<file path="config.mk">
export PLATFORM = sky130hd
export DESIGN_NAME = slot_burst_arbiter
export DESIGN_NICKNAME = d
export VERILOG_FILES = /design/src/rtl/arb_pkg.sv /design/src/rtl/arb_ctrl.sv /design/src/rtl/arb_datapath.sv /design/src/rtl/slot_burst_arbiter.sv
export SDC_FILE = /design/constraint.sdc
export NUM_CORES = 1
export LEC_CHECK = 0
export ABC_AREA = 1
export BUFFER_PORTS_ARGS = -buffer_cell sky130_fd_sc_hd__buf_2
export CAP_MARGIN = 20
export CORE_MARGIN = 3
export CORE_UTILIZATION = 40
export DETAILED_ROUTE_END_ITERATION = 8
export GPL_ROUTABILITY_DRIVEN = 0
export SYNTH_ARGS = -nofsm -noshare
export SYNTH_HDL_FRONTEND = slang
export SYNTH_SLANG_ARGS = --single-unit
</file>
<file path="constraint.sdc">
create_clock -name clk -period 3.75 [get_ports clk]
set_input_delay 0.375 -clock clk [delete_from_list [all_inputs] [get_ports clk]]
set_output_delay 0.375 -clock clk [all_outputs]
set_load 0.02 [all_outputs]
</file>
<file path="src/rtl/arb_pkg.sv">
package arb_pkg;

  typedef enum logic [1:0] {
    PARK_NONE  = 2'd0,
    PARK_LAST  = 2'd1,
    PARK_FIXED = 2'd2,
    PARK_RSVD  = 2'd3
  } parkMode_e;

  // Strobes from control to datapath
  typedef struct packed {
    logic arbitrate;     // load a new grant this edge
    logic excludeOwner;  // drop the current owner from the candidates
  } ctrlStrobe_t;

endpackage

</file>
<file path="src/rtl/arb_ctrl.sv">
module arb_ctrl
  import arb_pkg::*;
#(
  parameter int N       = 6,
  parameter int LIMIT_W = 8
) (
  input  logic               clk,
  input  logic               rstN,
  input  logic [N-1:0]       reqIn,
  input  logic [N-1:0]       doneIn,
  input  logic [N-1:0]       undefIn,
  input  logic [N-1:0]       grantIn,
  input  logic [LIMIT_W-1:0] cfgSlotLimit,
  output ctrlStrobe_t        strobe
);

  logic               ownerReq;
  logic               ownerDone;
  logic               ownerUndef;
  logic               othersReq;
  logic               busIdle;
  logic               expired;
  logic [LIMIT_W-1:0] slotLeft;

  assign ownerReq   = |(reqIn & grantIn);
  assign ownerDone  = |(doneIn & grantIn);
  assign ownerUndef = |(undefIn & grantIn);
  assign othersReq  = |(reqIn & ~grantIn);
  assign busIdle    = (grantIn == '0);
  assign expired    = (cfgSlotLimit != '0) && (slotLeft == '0);

  always_comb begin
    strobe.arbitrate    = busIdle || !ownerReq ||
                          (ownerDone && (!ownerUndef || expired));
    strobe.excludeOwner = expired && othersReq;
  end

  // Slot budget: reload on every arbitration, count down while held
  always_ff @(posedge clk) begin
    if (!rstN) begin
      slotLeft <= '0;
    end else if (strobe.arbitrate) begin
      slotLeft <= cfgSlotLimit;
    end else if (slotLeft != '0) begin
      slotLeft <= slotLeft - 1'b1;
    end
  end

  AST_UNDEF_HOLD: assert property (@(posedge clk) disable iff (!rstN)
    (ownerReq && ownerDone && ownerUndef && !expired) |=> $stable(grantIn));

  AST_SLOT_BREAK: assert property (@(posedge clk) disable iff (!rstN)
    (ownerReq && ownerDone && expired && othersReq) |=> ((grantIn & $past(grantIn)) == '0));

  AST_LONE_KEEP: assert property (@(posedge clk) disable iff (!rstN)
    (ownerReq && ownerDone && expired && !othersReq) |=> $stable(grantIn));

endmodule

</file>
<file path="src/rtl/arb_datapath.sv">
module arb_datapath
  import arb_pkg::*;
#(
  parameter int N     = 6,
  parameter int IDX_W = $clog2(N)
) (
  input  logic             clk,
  input  logic             rstN,
  input  logic [N-1:0]     reqIn,
  input  ctrlStrobe_t      strobe,
  input  logic             cfgRoundRobin,
  input  logic [1:0]       cfgParkMode,
  input  logic [IDX_W-1:0] cfgParkIdx,
  output logic [N-1:0]     grantQ
);

  logic [IDX_W-1:0] lastIdx;
  logic [N-1:0]     candMask;
  logic [N-1:0]     fixedPick;
  logic [N-1:0]     rotatePick;
  logic [N-1:0]     parkGrant;
  logic [N-1:0]     nextGrant;

  function automatic logic [N-1:0] pickLowest(input logic [N-1:0] m);
    logic [N-1:0] r;
    r = '0;
    for (int i = N - 1; i >= 0; i--) begin
      if (m[IDX_W'(i)]) begin
        r = '0;
        r[IDX_W'(i)] = 1'b1;
      end
    end
    return r;
  endfunction

  function automatic logic [N-1:0] pickAfter(input logic [N-1:0] m,
                                              input logic [IDX_W-1:0] from);
    logic [N-1:0] r;
    logic         hit;
    int           sum;
    r   = '0;
    hit = 1'b0;
    for (int k = 1; k <= N; k++) begin
      sum = int'(from) + k;
      if (sum >= N) sum = sum - N;
      if (!hit && m[IDX_W'(sum)]) begin
        r[IDX_W'(sum)] = 1'b1;
        hit            = 1'b1;
      end
    end
    return r;
  endfunction

  function automatic logic [IDX_W-1:0] toIdx(input logic [N-1:0] oh);
    logic [IDX_W-1:0] r;
    r = '0;
    for (int i = 0; i < N; i++) begin
      if (oh[IDX_W'(i)]) r = IDX_W'(i);
    end
    return r;
  endfunction

  // Per-master eligibility
  for (genvar g = 0; g < N; g++) begin : gen_cand
    assign candMask[g] = reqIn[g] & ~(strobe.excludeOwner & grantQ[g]);
  end

  assign fixedPick  = pickLowest(candMask);
  assign rotatePick = pickAfter(candMask, lastIdx);

  always_comb begin
    parkGrant = '0;
    case (parkMode_e'(cfgParkMode))
      PARK_LAST:  parkGrant[lastIdx] = 1'b1;
      PARK_FIXED: if (int'(cfgParkIdx) < N) parkGrant[cfgParkIdx] = 1'b1;
      default:    parkGrant = '0;
    endcase
  end

  always_comb begin
    if (candMask == '0)      nextGrant = parkGrant;
    else if (cfgRoundRobin)  nextGrant = rotatePick;
    else                     nextGrant = fixedPick;
  end

  always_ff @(posedge clk) begin
    if (!rstN) begin
      grantQ  <= '0;
      lastIdx <= IDX_W'(N - 1);
    end else if (strobe.arbitrate) begin
      grantQ <= nextGrant;
      if (candMask != '0) lastIdx <= toIdx(nextGrant);
    end
  end

  AST_FIXED_TOP: assert property (@(posedge clk) disable iff (!rstN)
    (strobe.arbitrate && !cfgRoundRobin && candMask[0]) |=> grantQ[0]);

endmodule

</file>
<file path="src/rtl/slot_burst_arbiter.sv">
module slot_burst_arbiter
  import arb_pkg::*;
#(
  parameter  int NUM_MASTERS = 6,
  parameter  int LIMIT_W     = 8,
  localparam int IDX_W       = $clog2(NUM_MASTERS)
) (
  input  logic                   clk,
  input  logic                   rstN,
  input  logic [NUM_MASTERS-1:0] reqIn,
  input  logic [NUM_MASTERS-1:0] doneIn,
  input  logic [NUM_MASTERS-1:0] undefBurstIn,
  input  logic                   cfgRoundRobin,
  input  logic [1:0]             cfgParkMode,
  input  logic [IDX_W-1:0]       cfgParkIdx,
  input  logic [LIMIT_W-1:0]     cfgSlotLimit,
  output logic [NUM_MASTERS-1:0] grantOut
);

  ctrlStrobe_t            strobe;
  logic [NUM_MASTERS-1:0] grantQ;

  arb_ctrl #(.N(NUM_MASTERS), .LIMIT_W(LIMIT_W)) ctrl_i (
    .clk          (clk),
    .rstN         (rstN),
    .reqIn        (reqIn),
    .doneIn       (doneIn),
    .undefIn      (undefBurstIn),
    .grantIn      (grantQ),
    .cfgSlotLimit (cfgSlotLimit),
    .strobe       (strobe)
  );

  arb_datapath #(.N(NUM_MASTERS), .IDX_W(IDX_W)) dp_i (
    .clk           (clk),
    .rstN          (rstN),
    .reqIn         (reqIn),
    .strobe        (strobe),
    .cfgRoundRobin (cfgRoundRobin),
    .cfgParkMode   (cfgParkMode),
    .cfgParkIdx    (cfgParkIdx),
    .grantQ        (grantQ)
  );

  assign grantOut = grantQ;

  AST_GRANT_ONEHOT: assert property (@(posedge clk) disable iff (!rstN)
    $onehot0(grantOut));

  AST_GRANT_HOLD: assert property (@(posedge clk) disable iff (!rstN)
    ((|(grantOut & reqIn)) && !(|(grantOut & doneIn))) |=> $stable(grantOut));

  AST_PARK_NONE: assert property (@(posedge clk) disable iff (!rstN)
    ((reqIn == '0) && (cfgParkMode == 2'd0 || cfgParkMode == 2'd3)) |=> (grantOut == '0));

  AST_PARK_RANGE: assert property (@(posedge clk) disable iff (!rstN)
    ((reqIn == '0) && (cfgParkMode == 2'd2) && (int'(cfgParkIdx) >= NUM_MASTERS))
      |=> (grantOut == '0));

endmodule

</file>
After elaboration in Yosys (flattened, before gate mapping)
Cells that the tools add are included.
Storage, ports and cells
  output and inout bits: 6
  logic and storage cells: 171
  flip-flop bits (word level): 17
  input bits: 34
Cells by class
  bitwise gates (word level): 28
  multiplexer cells: 64
  equal/unequal tests: 2
  reductions and logical operators: 38
  $lt $le $gt $ge: 23
  add/subtract/negate cells: 13
Operators with widths (number)
  $mux W6: 12
  $lt A3 B5 Y1 const B: 6
  $or A6 B6 Y6: 5
  $mux W1: 26
  $and A6 B6 Y6: 4
  $demux W1 S3: 8
  $ge A3 B1 Y1 const B: 8
  $ge A4 B3 Y1 const B: 6
  $reduce_or A6 Y1: 4
  $bmux W1 S3: 6
  $mux W3: 6
  $sub A3 B2 Y3 const B: 6
  $logic_and A1 B1 Y1: 16
  $mux W8: 2
  $reduce_bool A8 Y1: 2
  $add A3 B3 Y4 const B: 3
  $and A1 B1 Y1: 12
  $logic_not A6 Y1: 2
  $pmux W6 S2: 1
  $add A3 B2 Y4 const B: 2
  $logic_not A8 Y1: 1
  $lt A3 B4 Y1 const B: 2
  $sub A8 B1 Y8 const B: 1
  $logic_not A1 Y1: 7
  12 further kinds: 20

Depth between registers and ports, before layout
  depth in word-level cells: 31
  depth in mapped cells: 23
  mapped depth without buffers: 22

By module
Synthesis repeated with hierarchy kept, for this count alone.
Unflattened totals
  cells, all modules: 443
  area, all modules: 2538.7 um^2
Modules (own cells, without submodules)
  arb_datapath: times used 1, area each 1732.9 um^2, sequential area each 180.2 um^2, cells an instance 307
  arb_ctrl: times used 1, area each 805.8 um^2, sequential area each 160.2 um^2, cells an instance 136

Worst setup path after synthesis
Ideal clock, no wire load.
  path kind: register to register
  start: register dp_i.lastIdx[0]
  end: register dp_i.lastIdx[0]
  data arrival time: 2531 ps
  required time: 3629 ps
  stages on the path, launching flop included: 23
  path buffers: 1
  path slack: 1099 ps
  setup time: 121 ps
  clock period less this slack: 2651 ps
  path through: dfxtp_1 inv_1 buf_2 ha_1 inv_1 nand3_1 nand2_1 o21bai_1 nand2_1 nand2_1 inv_1 nand2_2 nand3_4 nor2_4 nand3_4 nor2_4 nand2_1 nand2_2 nor2_2 nor2_2 nor2_2 nand3_1 nand3_1
Between the ends
  longest elaborated chain between the ends: 27
  elaborated cells on any way between the ends: 109
  classes of those cells: add/sub: 12; order compare: 20; mux: 55; bitwise: 5; reduce/logical: 17
RTL lines
  from (decl): line arb_datapath.sv:17  | logic [IDX_W-1:0] lastIdx;
  from (signal assigned): line arb_datapath.sv:89  | lastIdx <= IDX_W'(N - 1);
  from (signal assigned): line arb_datapath.sv:92  | if (candMask != '0) lastIdx <= toIdx(nextGrant);
  branches (longest 23 deep; another with $lt A3 B5 Y1)
  $mux W6 *: line arb_datapath.sv:81  | if (candMask == '0) nextGrant = parkGrant;
  $mux W1: line arb_datapath.sv:58  | if (oh[IDX_W'(i)]) r = IDX_W'(i);
  $mux W2: line arb_datapath.sv:58
  $mux W2 *: line arb_datapath.sv:58
Every way passes the cells marked *. The select of a mux whose other input is x is not followed.
A chain may end at the register's enable or synchronous reset.

Final worst setup path
  start: register dp_i.lastIdx[1]
  end: register dp_i.grantQ[1]
Between the ends
  longest elaborated chain between the ends: 24
  elaborated cells on any way between the ends: 106
  classes of those cells: add/sub: 12; order compare: 20; mux: 52; bitwise: 5; reduce/logical: 17
RTL lines
  branches (longest 23 deep; another with $lt A3 B5 Y1)
  $mux W6 *: line arb_datapath.sv:81
  to (signal assigned): line arb_datapath.sv:91  | grantQ <= nextGrant;
  to (decl): line arb_datapath.sv:14  | output logic [N-1:0] grantQ
Marks and branches as above.

==> run_results.csv <==
group,metric,value,unit
global_route,track_usage,0.194,
final_layout,mostFrequentLayoutCell,"nand2_1",
final_layout,fill_cells,638,
logic_synthesis,ys_dominant_reg_cell,"dfxtp_1",
final_layout,area_growth,12.2,%
sta,setup_viol,0,
sta,final_max_slew_viol_count,0,
global_route,use_met1,0.293,
final_layout,ff_latch_area,340,µm²
worst_setup_path,crit_slowest_cell,"dfxtp_1",
worst_hold_path,hold_depth,3,
cts,cts-buffers-inserted,3,
detailed_routing,drt_iter0_drc,182,
cts,cts_sinks,17,
final_layout,multiInputGateArea,1810,µm²
cts,cts_root_buf,"clkbuf_8",
power,p_leak,0.00147,µW
detailed_routing,drc_errors,0,
global_route,grt_pass1_wl,11.7,mm
global_route,top_usage_layer,"met2",
final_layout,drive_above_1_share,0.202,
global_route,grt_start_max_net_pins,18,
cts,cts_tree,"yes",
worst_setup_path,worstPathCellList,"inv_1 > ha_1 > nand2_1 > inv_1 > nor2_1 > o21ai_0 > nand2_1 > nand2_1 > nor2_1 > nand2_1 > nand3_2 > inv_1 > nand3b_1 > nor2_1 > nor2_1 > nand3_1 > nand2_1 > nand2_1 > o21bai_1 > inv_1",
status,outcome,"completed",
floorplanning,die_width,84.6,µm
sta,max_freq,326,MHz
place,io_buffers,39,
logic_synthesis,synth.avg_cell_area,5.88,µm²
worst_setup_path,path_class,"reg2reg",
final_layout,fin_nets,508,
power,vdd_drop_max,0.000410,V
global_route,met2_usage,0.304,
worst_hold_path,hold_path.class,"in2reg",
logic_synthesis,synth_nets,467,
logic_synthesis,yosysUniqueCellTypes,46,
detailed_routing,num_vias,2809,
floorplanning,dieHeight,84.6,µm
worst_setup_path,cp.depth,20,
worst_setup_path,critPathLaunchType,"flip-flop",
worst_setup_path,cp_num_buf_inv,4,
floorplanning,fp.coreArea,5740,µm²
sta,worstMarginPinSlew,0.451,ns
floorplanning,die_area,7150,µm²
cts,insertion_delay,0.25,ns
worst_setup_path,worstSetupEndpointType,"flip-flop",
final_layout,design_area,2770,µm²
logic_synthesis,seq_area_frac_synth,0.138,
detailed_routing,ant_nets,0,
cts,cts_setup_buffers,0,
logic_synthesis,ys_warn_count,0,
detailed_routing,viasPerCell,5.28,
worst_setup_path,worst_ep_arrival_time,3.21,ns
sta,fin_skew,0.00917,ns
global_route,met3_usage,0.0167,
cts,cts_buffer_depth,2,
worst_setup_path,crit_path_max_fanout,7,
place,dpl_cell_area,2730,µm²
flow_run,drv_cap,0,
detailed_routing,wirelength,7.08,mm
sta,relSlewSlack,0.699,
floorplanning,initial_core_util,0.430,
global_route,grt_overflow_total,0,
worst_setup_path,reg2regPathDepth,20,
logic_synthesis,synthCells,420,
detailed_routing,routedWlPerCell,13.3,µm
final_layout,num_antenna_cells,0,
logic_synthesis,synth_seq_cells,17,
worst_setup_path,crit_top_cell,"nand2_1",
power,power_density,892,nW/µm²
logic_synthesis,netlist_area,2470,µm²
sta,finalSetupTns,0,ns
cts,cts_hold_buffers,0,
cts,cts_max_level,1,
place,hpwlAfterDp,5.83,mm
sta,fin_crit_sh,0.818,
logic_synthesis,synthArstFlopShare,0,
floorplanning,rows,27,
global_route,antenna_found_initial,0,
global_route,grt_pass1_vias,2519,
cts,clk_pin_slew,0.08,ns
sta,fin_crit,3.07,ns
detailed_routing,firstDrtPassIters,4,
sta,hold_viol_final,0,
logic_synthesis,synth_edf_count,0,
worst_setup_path,cp_top_family,"simple AND/OR/NAND/NOR gates",
sta,rsz0062_at_grt,"false",
final_layout,final_cell_mix,"nand2_1 (95), inv_1 (65), nand3_1 (49)",
floorplanning,io_pins,40,
cts,cts_resized,0,
power,power,2470,µW
worst_setup_path,required,3.89,ns
worst_setup_path,critPathMaxStageDelay,0.50,ns
[worst paths after layout]
path / start / slack (ns) / endpoint
worst max-delay path: dp_i.lastIdx[1] / 0.68 / dp_i.grantQ[1]
worst max register to register: dp_i.lastIdx[1] / 0.68 / dp_i.grantQ[1]
worst min register to register: ctrl_i.slotLeft[1] / 0.57 / ctrl_i.slotLeft[1]
worst min-delay path: cfgSlotLimit[6] / 0.38 / ctrl_i.slotLeft[6]
[worst register-to-register path: cells and delay by family, from the launching register on]
kind                     cells  cell delay, ns
AND/OR/NAND/NOR             13            1.50
buffers and inverters        4            0.48
AO/OA/AOI/OAI                2            0.24
flip-flops                   1            0.50
adder cells (fa/ha/maj)      1            0.26
[flip-flops by register name (all words and copies together) (netlist names)]
signal and flops:
ctrl_i.slotLeft 8, dp_i.grantQ 6, dp_i.lastIdx 3
[cell usage after synthesis (2+ instances only)]
cell      count  area share
nand3b_1      3      0.0091
nand2_1      95        0.14
nand3_2       3       0.012
nor2_4        3       0.014
dfxtp_1      17        0.14
o21bai_1      3      0.0091
nand3_1      49       0.099
a221oi_1      3       0.011
a21oi_1      17       0.034
nor3_1        4      0.0081
a211oi_1      3      0.0091
a22oi_1       5       0.015
o21ai_1       2      0.0041
buf_2         2      0.0041
nor2_2        6       0.015
nand3_4       3       0.021
clkbuf_8      2       0.011
xor2_1        5       0.018
inv_2         7       0.011
ha_1         13       0.066
a22o_1        2      0.0071
o21ai_0      22       0.045
inv_1        65       0.099
nor2_1       48       0.073
nand4_1       4       0.010
and2_4        2      0.0071
nand2_2      13       0.033
[stage by stage]
step                      worst slack, ns  std cells   util  hold WS, ns
final                               0.681        532  0.483        0.379
after global routing                0.353        532  0.483        0.385
after CTS                           0.742        532  0.483        0.380
after detailed placement            0.779        528  0.475        0.554
after global placement              0.754        528  0.475        0.536
after floorplan                      1.10        420      -        0.451
[layout make-up]
class,instances,area share
sequential,17,0.123
timing repair buffer,42,0.0786
multi-input combinational,325,0.652
tap,72,0.0325
clock inverter,1,0.00181
clock buffer,3,0.0149
inverter,72,0.0975
[report_power, final]
| group | total (µW) | switching, µW | internal (µW) |
|---|---|---|---|
| clock network | 139 | 65.2 | 73.6 |
| logic | 1990 | 1330 | 659 |
| registers | 344 | 93.6 | 250 |
| total | 2470 | 1490 | 983 |
[metal layers]
layer / up-vias / share of wire
met1: 1278 / 0.49
met4: 0 / 0.0041
met3: 4 / 0.060
met5: - / 0
li1: 1441 / -
met2: 86 / 0.45
[kinds of logic after synthesis]
logic type,Yosys count,synth area share
compound gates,67,0.169
fa+ha+maj,13,0.0659
xor+xnor,6,0.0213
simple gates,239,0.476
buf+inv,78,0.131
flops,17,0.138
Power figures use the tool's default switching activity.
